--- src/rtl/vsd_pkg.sv ---
package vsd_pkg;

  typedef enum logic [1:0] {
    MODE_EMB  = 2'd0,
    MODE_SYNC = 2'd1,
    MODE_RAW  = 2'd2
  } vsd_mode_e;

  typedef enum logic [1:0] {
    COMP_Y  = 2'd0,
    COMP_CB = 2'd1,
    COMP_CR = 2'd2
  } vsd_comp_e;

  // timing words are judged on the top byte of the sample
  localparam int unsigned CODE_W = 8;

  // 4:2:2 order within a line: Cb, Y, Cr, Y
  function automatic vsd_comp_e comp_of_phase(input logic [1:0] ph);
    case (ph)
      2'd0:    return COMP_CB;
      2'd2:    return COMP_CR;
      default: return COMP_Y;
    endcase
  endfunction

endpackage

--- src/rtl/vsd_code_det.sv ---
module vsd_code_det
  import vsd_pkg::*;
#(
  parameter int DW = 12
) (
  input  logic          clk,
  input  logic          rst_n,
  input  logic          adv,
  input  logic [DW-1:0] smp,
  output logic          is_code,
  output logic          is_rsvd,
  output logic          xy_f,
  output logic          xy_v,
  output logic          xy_h
);
  localparam int CODE_LSB = DW - CODE_W;

  logic [CODE_W-1:0] top;
  logic [CODE_W-1:0] h1_q, h2_q, h3_q;

  assign top = smp[DW-1:CODE_LSB];

  // last three accepted top bytes, newest in h1
  always_ff @(posedge clk) begin
    if (!rst_n) begin
      h1_q <= '0;
      h2_q <= '0;
      h3_q <= '0;
    end else if (adv) begin
      h3_q <= h2_q;
      h2_q <= h1_q;
      h1_q <= top;
    end
  end

  assign is_code = (h3_q == '1) && (h2_q == '0) && (h1_q == '0);
  assign is_rsvd = (top == '1) || (top == '0);
  assign xy_f    = top[6];
  assign xy_v    = top[5];
  assign xy_h    = top[4];

endmodule

--- src/rtl/vsd_raw_cnt.sv ---
module vsd_raw_cnt #(
  parameter int CW = 12
) (
  input  logic          clk,
  input  logic          rst_n,
  input  logic          adv,
  input  logic [CW-1:0] cfg_width,
  input  logic [CW-1:0] cfg_height,
  output logic          col_first,
  output logic          row_first,
  output logic          frame_last,
  output logic [CW-1:0] row
);
  logic [CW-1:0] col_q, row_q;
  logic          col_last, row_last;

  assign col_last = (col_q == cfg_width - 1'b1);
  assign row_last = (row_q == cfg_height - 1'b1);

  always_ff @(posedge clk) begin
    if (!rst_n) begin
      col_q <= '0;
      row_q <= '0;
    end else if (adv) begin
      if (col_last) begin
        col_q <= '0;
        row_q <= row_last ? '0 : row_q + 1'b1;
      end else begin
        col_q <= col_q + 1'b1;
      end
    end
  end

  assign col_first  = (col_q == '0);
  assign row_first  = (row_q == '0);
  assign frame_last = col_last && row_last;
  assign row        = row_q;

endmodule

--- src/rtl/vsd_framer.sv ---
module vsd_framer
  import vsd_pkg::*;
#(
  parameter int CW = 12
) (
  input  logic          clk,
  input  logic          rst_n,
  input  logic          adv,
  input  logic [1:0]    mode,
  input  logic          is_code,
  input  logic          is_rsvd,
  input  logic          xy_f,
  input  logic          xy_v,
  input  logic          xy_h,
  input  logic          in_hs,
  input  logic          in_vs,
  input  logic          in_fs,
  input  logic          raw_col_first,
  input  logic          raw_row_first,
  input  logic          raw_last,
  input  logic [CW-1:0] raw_row,
  output logic          emit,
  output vsd_comp_e     comp,
  output logic          sol,
  output logic          sof,
  output logic          eof,
  output logic          field,
  output logic [CW-1:0] line
);
  logic          active_q, sol_pend_q, sof_pend_q, vb_seen_q, was_act_q, field_q;
  logic [1:0]    phase_q;
  logic [CW-1:0] line_q;

  logic       raw_mode, sync_mode, emb_mode, sync_act, field_now;
  logic [1:0] ph_use;

  assign raw_mode  = mode[1];
  assign sync_mode = (mode == MODE_SYNC);
  assign emb_mode  = (mode == MODE_EMB);
  assign sync_act  = !in_hs && !in_vs;

  always_comb begin
    emit      = 1'b0;
    sol       = 1'b0;
    sof       = 1'b0;
    eof       = 1'b0;
    field_now = field_q;
    if (raw_mode) begin
      emit = 1'b1;
      sol  = raw_col_first;
      sof  = raw_col_first && raw_row_first;
      eof  = raw_last;
    end else if (sync_mode) begin
      emit      = sync_act;
      sol       = sync_act && !was_act_q;
      sof       = sync_act && !was_act_q && vb_seen_q;
      field_now = in_fs;
    end else begin
      emit = active_q && !is_code && !is_rsvd;
      sol  = emit && sol_pend_q;
      sof  = emit && sof_pend_q;
      if (is_code) field_now = xy_f;
    end
  end

  assign ph_use = sol ? 2'd0 : phase_q;
  assign comp   = raw_mode ? COMP_Y : comp_of_phase(ph_use);
  assign field  = raw_mode ? 1'b0 : field_now;
  assign line   = raw_mode ? raw_row :
                  sof      ? '0 :
                  sol      ? line_q + 1'b1 : line_q;

  always_ff @(posedge clk) begin
    if (!rst_n) begin
      active_q   <= 1'b0;
      sol_pend_q <= 1'b0;
      sof_pend_q <= 1'b0;
      vb_seen_q  <= 1'b0;
      was_act_q  <= 1'b0;
      field_q    <= 1'b0;
      phase_q    <= 2'd0;
      line_q     <= '0;
    end else if (adv) begin
      field_q <= field_now;
      if (emit && !raw_mode) begin
        phase_q <= ph_use + 2'd1;
        line_q  <= line;
      end
      if (sync_mode) begin
        was_act_q <= sync_act;
        if (in_vs)    vb_seen_q <= 1'b1;
        else if (sof) vb_seen_q <= 1'b0;
      end
      if (emb_mode) begin
        if (is_code) begin
          if (xy_v) begin
            vb_seen_q <= 1'b1;
            active_q  <= 1'b0;
          end else if (xy_h) begin
            active_q <= 1'b0;
          end else begin
            active_q   <= 1'b1;
            sol_pend_q <= 1'b1;
            if (vb_seen_q) begin
              sof_pend_q <= 1'b1;
              vb_seen_q  <= 1'b0;
            end
          end
        end else if (emit) begin
          sol_pend_q <= 1'b0;
          sof_pend_q <= 1'b0;
        end
      end
    end
  end

endmodule

--- src/rtl/vid_sync_deint.sv ---
module vid_sync_deint
  import vsd_pkg::*;
#(
  parameter int DW = 12,
  parameter int CW = 12
) (
  input  logic          clk,
  input  logic          rst_n,
  input  logic [1:0]    cfg_mode,
  input  logic [1:0]    cfg_bits,
  input  logic [CW-1:0] cfg_width,
  input  logic [CW-1:0] cfg_height,
  input  logic [DW-1:0] in_data,
  input  logic          in_valid,
  output logic          in_ready,
  input  logic          in_hs,
  input  logic          in_vs,
  input  logic          in_fs,
  output logic [DW-1:0] out_data,
  output logic [1:0]    out_comp,
  output logic          out_sol,
  output logic          out_sof,
  output logic          out_eof,
  output logic          out_field,
  output logic [CW-1:0] out_line,
  output logic          out_valid,
  input  logic          out_ready
);
  localparam int MAX_BITS = (DW < 12) ? DW : 12;

  function automatic logic [DW-1:0] width_mask(input logic [1:0] sel);
    logic [DW-1:0] m;
    int keep;
    keep = (sel == 2'd0) ? 8 : (sel == 2'd1) ? 10 : MAX_BITS;
    for (int i = 0; i < DW; i++) m[DW-1-i] = (i < keep);
    return m;
  endfunction

  logic accept;
  logic is_code, is_rsvd, xy_f, xy_v, xy_h;
  logic raw_col_first, raw_row_first, raw_last;
  logic [CW-1:0] raw_row;
  logic emit, sol, sof, eof, field;
  vsd_comp_e comp;
  logic [CW-1:0] line;

  assign in_ready = !out_valid || out_ready;
  assign accept   = in_valid && in_ready;

  vsd_code_det #(.DW(DW)) u_code (
    .clk(clk), .rst_n(rst_n), .adv(accept), .smp(in_data),
    .is_code(is_code), .is_rsvd(is_rsvd),
    .xy_f(xy_f), .xy_v(xy_v), .xy_h(xy_h)
  );

  vsd_raw_cnt #(.CW(CW)) u_raw (
    .clk(clk), .rst_n(rst_n), .adv(accept && cfg_mode[1]),
    .cfg_width(cfg_width), .cfg_height(cfg_height),
    .col_first(raw_col_first), .row_first(raw_row_first),
    .frame_last(raw_last), .row(raw_row)
  );

  vsd_framer #(.CW(CW)) u_frm (
    .clk(clk), .rst_n(rst_n), .adv(accept), .mode(cfg_mode),
    .is_code(is_code), .is_rsvd(is_rsvd),
    .xy_f(xy_f), .xy_v(xy_v), .xy_h(xy_h),
    .in_hs(in_hs), .in_vs(in_vs), .in_fs(in_fs),
    .raw_col_first(raw_col_first), .raw_row_first(raw_row_first),
    .raw_last(raw_last), .raw_row(raw_row),
    .emit(emit), .comp(comp), .sol(sol), .sof(sof), .eof(eof),
    .field(field), .line(line)
  );

  // single output stage; held while the consumer stalls
  always_ff @(posedge clk) begin
    if (!rst_n) begin
      out_valid <= 1'b0;
      out_data  <= '0;
      out_comp  <= 2'd0;
      out_sol   <= 1'b0;
      out_sof   <= 1'b0;
      out_eof   <= 1'b0;
      out_field <= 1'b0;
      out_line  <= '0;
    end else if (accept) begin
      out_valid <= emit;
      if (emit) begin
        out_data  <= in_data & width_mask(cfg_bits);
        out_comp  <= comp;
        out_sol   <= sol;
        out_sof   <= sof;
        out_eof   <= eof;
        out_field <= field;
        out_line  <= line;
      end
    end else if (out_ready) begin
      out_valid <= 1'b0;
    end
  end

endmodule

--- config.mk ---
export PLATFORM = sky130hd
export DESIGN_NAME = vid_sync_deint
export DESIGN_NICKNAME = d
export VERILOG_FILES = /design/src/rtl/vsd_pkg.sv /design/src/rtl/vsd_code_det.sv /design/src/rtl/vsd_raw_cnt.sv /design/src/rtl/vsd_framer.sv /design/src/rtl/vid_sync_deint.sv
export SDC_FILE = /design/constraint.sdc
export NUM_CORES = 1
export LEC_CHECK = 0
export ABC_AREA = 0
export BUFFER_PORTS_ARGS = -buffer_cell sky130_fd_sc_hd__clkbuf_2
export CAP_MARGIN = 20
export CORE_MARGIN = 4
export CORE_UTILIZATION = 57
export DETAILED_ROUTE_END_ITERATION = 16
export HOLD_SLACK_MARGIN = 0.06
export MAX_ROUTING_LAYER = met4
export PLACE_DENSITY = 0.87
export SYNTH_ARGS = -nofsm -noshare
export SYNTH_HDL_FRONTEND = slang
export SYNTH_SLANG_ARGS = --single-unit
--- constraint.sdc ---
create_clock -name clk -period 3.6 [get_ports clk]
set_clock_uncertainty 0.15 [all_clocks]
set_input_delay 0.18 -clock clk [delete_from_list [all_inputs] [get_ports clk]]
set_output_delay 0.18 -clock clk [all_outputs]
set_load 0.1 [all_outputs]
==> results by stage <==
Global routing:
- The overflow left after global routing is 0.
- The number of antenna violations at the first check in global routing is 0.
- The wire length of the first global-routing pass is 23770 µm.
- The largest net degree at the start of global routing is between 40 and 50.
- Across every metal layer, demand over resource in global routing totals 0.2649.
- The via count of the first global-routing pass was between 5000 and 6000.

Synth:
- Of the post-synthesis cell area, the dominant cell type holds 0.3710.
- Ranked by instance count, the synthesized netlist is headed by sky130_fd_sc_hd__nand2_1 (103), sky130_fd_sc_hd__dfxtp_1 (99), sky130_fd_sc_hd__nor2_1 (65).
- The share of synthesized area occupied by flip-flops and latches is 0.3710.
- The number of flops mapped to enable cells by yosys is 0.
- The number of instances in the synthesized netlist is roughly 700.
- The number of storage elements in the synthesis netlist is 99.
- In the post-synthesis netlist, the cell with the most instances is sky130_fd_sc_hd__nand2_1.
- Yosys attributes the largest share of cell area to sky130_fd_sc_hd__dfxtp_1 (37%), sky130_fd_sc_hd__nand2_1 (7.2%), sky130_fd_sc_hd__a21oi_1 (5.7%).
- The most used flip-flop cell after synthesis is sky130_fd_sc_hd__dfxtp_1.
- The number of distinct library cells after synthesis is 60.
- Counting every net in the synthesized netlist gives 741.
- The post-synthesis area per instance is ~7.8 µm².
- Summing every instance area after synthesis gives roughly 5300 µm².
- Counting flops with an async set or reset pin after synthesis yields a share of 0.
- During synthesis, Yosys emitted a total of 0 warnings.
- The largest total area in the synthesized netlist belongs to sky130_fd_sc_hd__dfxtp_1.

STA:
- Static timing analysis puts the maximum clock frequency at 0.3009 GHz.
- Setup violations remaining at the end of the flow were counted as 0.
- The final critical path time including I/O delays and setup is between 3000 and 4000 ps.
- Setup slack on the critical path of the routed design comes to roughly 280 ps.
- Dividing the final minimum period by the clock period gives 0.9231.
- The final hold slack is 85.80 ps.
- Setup repair after global routing left no endpoint under its margin.
- The worst pin sits at a relative slew slack of 0.4455.
- The summed negative setup slack over all endpoints is 0 ps.
- The number of hold violations in the final report came to 0.
- For the pin with the worst max-slew slack, the measured transition is 824.1 ps.
- The final-report max-slew violation count came to 0.

Place:
- In this run the tool buffered the top-level ports with 78 buffer cells.
- The total placed cells including tap cells is between 800 and 900.
- The routability congestion estimate is between 0.9 and 1.
- The post-detailed-placement half-perimeter wirelength is 10400 µm.
- The worst slack after detailed placement is about 400 ps.
- The placed cell area is between 5000 and 6000 µm².

Cells and area:
- In the final design database the tool counted roughly 800 nets.
- The area added between synthesis and finish is 16.63%.
- The total inserted antenna cells is 0.
- Of the cells placed in the final design, the portion with a size suffix greater than 1 is 0.1527.
- Registers take between 1500 and 2000 µm².
- The filler cells instantiated in the layout total ~700.
- Leaving out filler cells and counting taps, the final layout contains just under 900.
- The finished cells cover between 6000 and 7000 µm².
- The footprint of the multi-input gates is 3141 µm².

Critical path:
- The data arrival at the endpoint of the critical path is ~3400 ps.
- Data on the critical path is required at its endpoint by roughly 3700 ps.
- The kind of launch point of the worst setup path is a register.
- By startpoint and endpoint, the worst setup path is classified as register to register.
- The largest fanout on the critical path is 18.
- The type of element capturing the critical path is a register.

Power and ir drop:
- The switching power as a share of total power is 0.3332.
- The worst IR drop on VDD is roughly 0.3 mV.
- The leakage power summed over all cells is between 2 and 2.5 nW.
- The part of the power in the clock network is 0.312.
- The relative contribution of sequential cells to total power is 0.504.
- The power density over the cells is between 300 and 400 nW/µm².
- Summed over all nets, the switching power comes to 0.0007568 W.
- The internal power component is ~0.0015 W.
- The fraction of power consumed by combinational cells is 0.184.

Floorplanning:
- The die covers roughly 11000 µm².
- Measured along the x axis, the die boundary spans between 100 and 150 µm.
- The floorplan step defined a core boundary enclosing ~9200 µm².
- The top-level I/O count is 79.
- The row count is 35.
- For this configuration, the core starts out at a cell density of 0.5810.
- Measured along the y axis, the die boundary spans about 100 µm.

CTS:
- The tree is rooted in a sky130_fd_sc_hd__clkbuf_8.
- Counting every sink on the clock net gives 99.
- The H-tree was split into 3 levels.
- The number of setup buffers added after CTS is 0.
- At the later pin of the worst-skew pair, clock insertion delay measures around 380 ps.
- The clock tree from TritonCTS is done.
- The number of buffers between clock root and the deepest sink is 2.
- The number of clock buffers inserted by TritonCTS is 9.
- The clock edge transition at the registers on the reported setup and hold paths is approximately 110 ps.

Drt:
- The total detailed-routing wirelength is between 10000 and 15000 µm.
- The via count of the routed design is 5463.
- For this run, the detailed router's first-pass iteration total came to 5.
- The final antenna-violating net count is 0.
- The initial detailed-routing violation count is about 450.
- The via density per instance is around 6.2.
- The wire length per cell after detailed routing is ~16 µm.
- The DRC violation count after routing is 0.

Flow run:
- The total of max-cap violations is 0.

Worst hold path:
- The path class of the tightest hold or removal check is primary input to register.

Status:
- The flow ran to the end, and the final reports show no timing, DRC or antenna violations.
sequential cells by signal (all words and copies together) (netlist names):
register and flops:
u_raw.row 12, u_frm.line_q 12, out_field 1, u_frm.phase_q 2, out_sof 1, u_frm.was_act_q 1
out_sol 1, u_frm.field_q 1, u_frm.sol_pend_q 1, out_eof 1, out_data 12, u_frm.vb_seen_q 1
u_code.h3_q 8, u_frm.sof_pend_q 1, out_comp 2, out_line 12, u_code.h1_q 8, u_frm.active_q 1
u_code.h2_q 8, u_raw.col_q 12, out_valid 1
power by group through the flow:
stage,registers (W),clock network [W],logic [W]
floorplan,0.00129,0,0.000162
global placement,0.00117,0,0.000385
detailed placement,0.00117,0,0.000395
CTS,0.00114,0.000718,0.000412
global route,0.00115,0.000770,0.000446
finish,0.00115,0.000708,0.000418
cells by family (layout without fill, tap and decap cells):
family	count (synthesis)	after routing	share of synthesized area
AND/OR/NAND/NOR	288	288	0.2649
AO/OA/AOI/OAI	175	175	0.2124
flip-flops	99	99	0.3710
buffers and inverters	62	150	0.04426
XOR/XNOR	48	48	0.07869
adder cells (fa/ha/maj)	9	9	0.02108
multiplexers	4	4	0.007728
critical path, cell delays in order (launching register included):
cell and delay [ps]:
sky130_fd_sc_hd__dfxtp_1 350, sky130_fd_sc_hd__or4_1 550, sky130_fd_sc_hd__nor4_1 300, sky130_fd_sc_hd__buf_4 200
sky130_fd_sc_hd__a211oi_1 100, sky130_fd_sc_hd__buf_4 190, sky130_fd_sc_hd__nor3_1 200, sky130_fd_sc_hd__nor2_2 130
sky130_fd_sc_hd__buf_4 240, sky130_fd_sc_hd__o211ai_1 100, sky130_fd_sc_hd__dlygate4sd3_1 580, sky130_fd_sc_hd__a21oi_1 70
metrics by stage:
step / util / power, W
final: 0.6776 / 0.002271
after CTS: 0.6762 / 0.002275
after detailed placement: 0.6331 / 0.001565
after global placement: 0.6331 / 0.001553
after floorplan: - / 0.001455
after global routing: 0.6776 / 0.002364
layout make-up:
type,instances,share of cell area
Tap cell,111,0.02229
Sequential cell,99,0.3181
Inverter,22,0.01325
Timing Repair Buffer,112,0.1108
Multi-Input combinational cell,524,0.5040
Clock inverter,7,0.01165
Clock buffer,9,0.01988
path summary, 6_finish.rpt:
check | end | slack [ps] | startpoint | cells past startpoint
setup / recovery | out_data[2]$_SDFFE_PN0P_ | 280 | u_code.h1_q[0]$_SDFFE_PN0P_ | 11
hold / removal | u_frm.vb_seen_q$_SDFFE_PN0P_ | 90 | in_vs | 5
setup reg to reg | out_data[2]$_SDFFE_PN0P_ | 280 | u_code.h1_q[0]$_SDFFE_PN0P_ | 11
hold reg to reg | out_data[2]$_SDFFE_PN0P_ | 310 | out_data[2]$_SDFFE_PN0P_ | 2
routing by layer:
layer,vias up,global-route usage,share of wire
met2,247,0.4313,0.48
met3,41,0.05003,0.078
met5,-,-,0
met4,0,0.09466,0.029
met1,2547,0.3295,0.41
li1,2628,-,-
layout by cell type (no fill, tap or decap), types with 7 or more instances in the layout:
cell and count:
sky130_fd_sc_hd__nand2_1 103, sky130_fd_sc_hd__a221oi_1 9, sky130_fd_sc_hd__inv_1 22, sky130_fd_sc_hd__a21oi_1 61
sky130_fd_sc_hd__xnor2_1 28, sky130_fd_sc_hd__clkbuf_8 9, sky130_fd_sc_hd__buf_4 12, sky130_fd_sc_hd__or3_1 11
sky130_fd_sc_hd__o21ai_0 38, sky130_fd_sc_hd__dfxtp_1 99, sky130_fd_sc_hd__nand4_1 15, sky130_fd_sc_hd__nand3_1 21
sky130_fd_sc_hd__xor2_1 20, sky130_fd_sc_hd__a22oi_1 10, sky130_fd_sc_hd__or4_1 8, sky130_fd_sc_hd__nor2_1 64
sky130_fd_sc_hd__dlygate4sd3_1 20, sky130_fd_sc_hd__a211oi_1 7, sky130_fd_sc_hd__clkbuf_2 78, sky130_fd_sc_hd__nor3_1 9
sky130_fd_sc_hd__a21o_1 7, sky130_fd_sc_hd__and3_1 11, sky130_fd_sc_hd__nor4_1 13, sky130_fd_sc_hd__ha_1 9
timing repair:
action | in CTS | in global routing
hold endpoints to repair | 23 | 0
resized for setup | 0 | 1
hold buffers | 20 | 0
endpoints found under the setup margin | 0 | 3
Power figures use the tool's default switching activity.
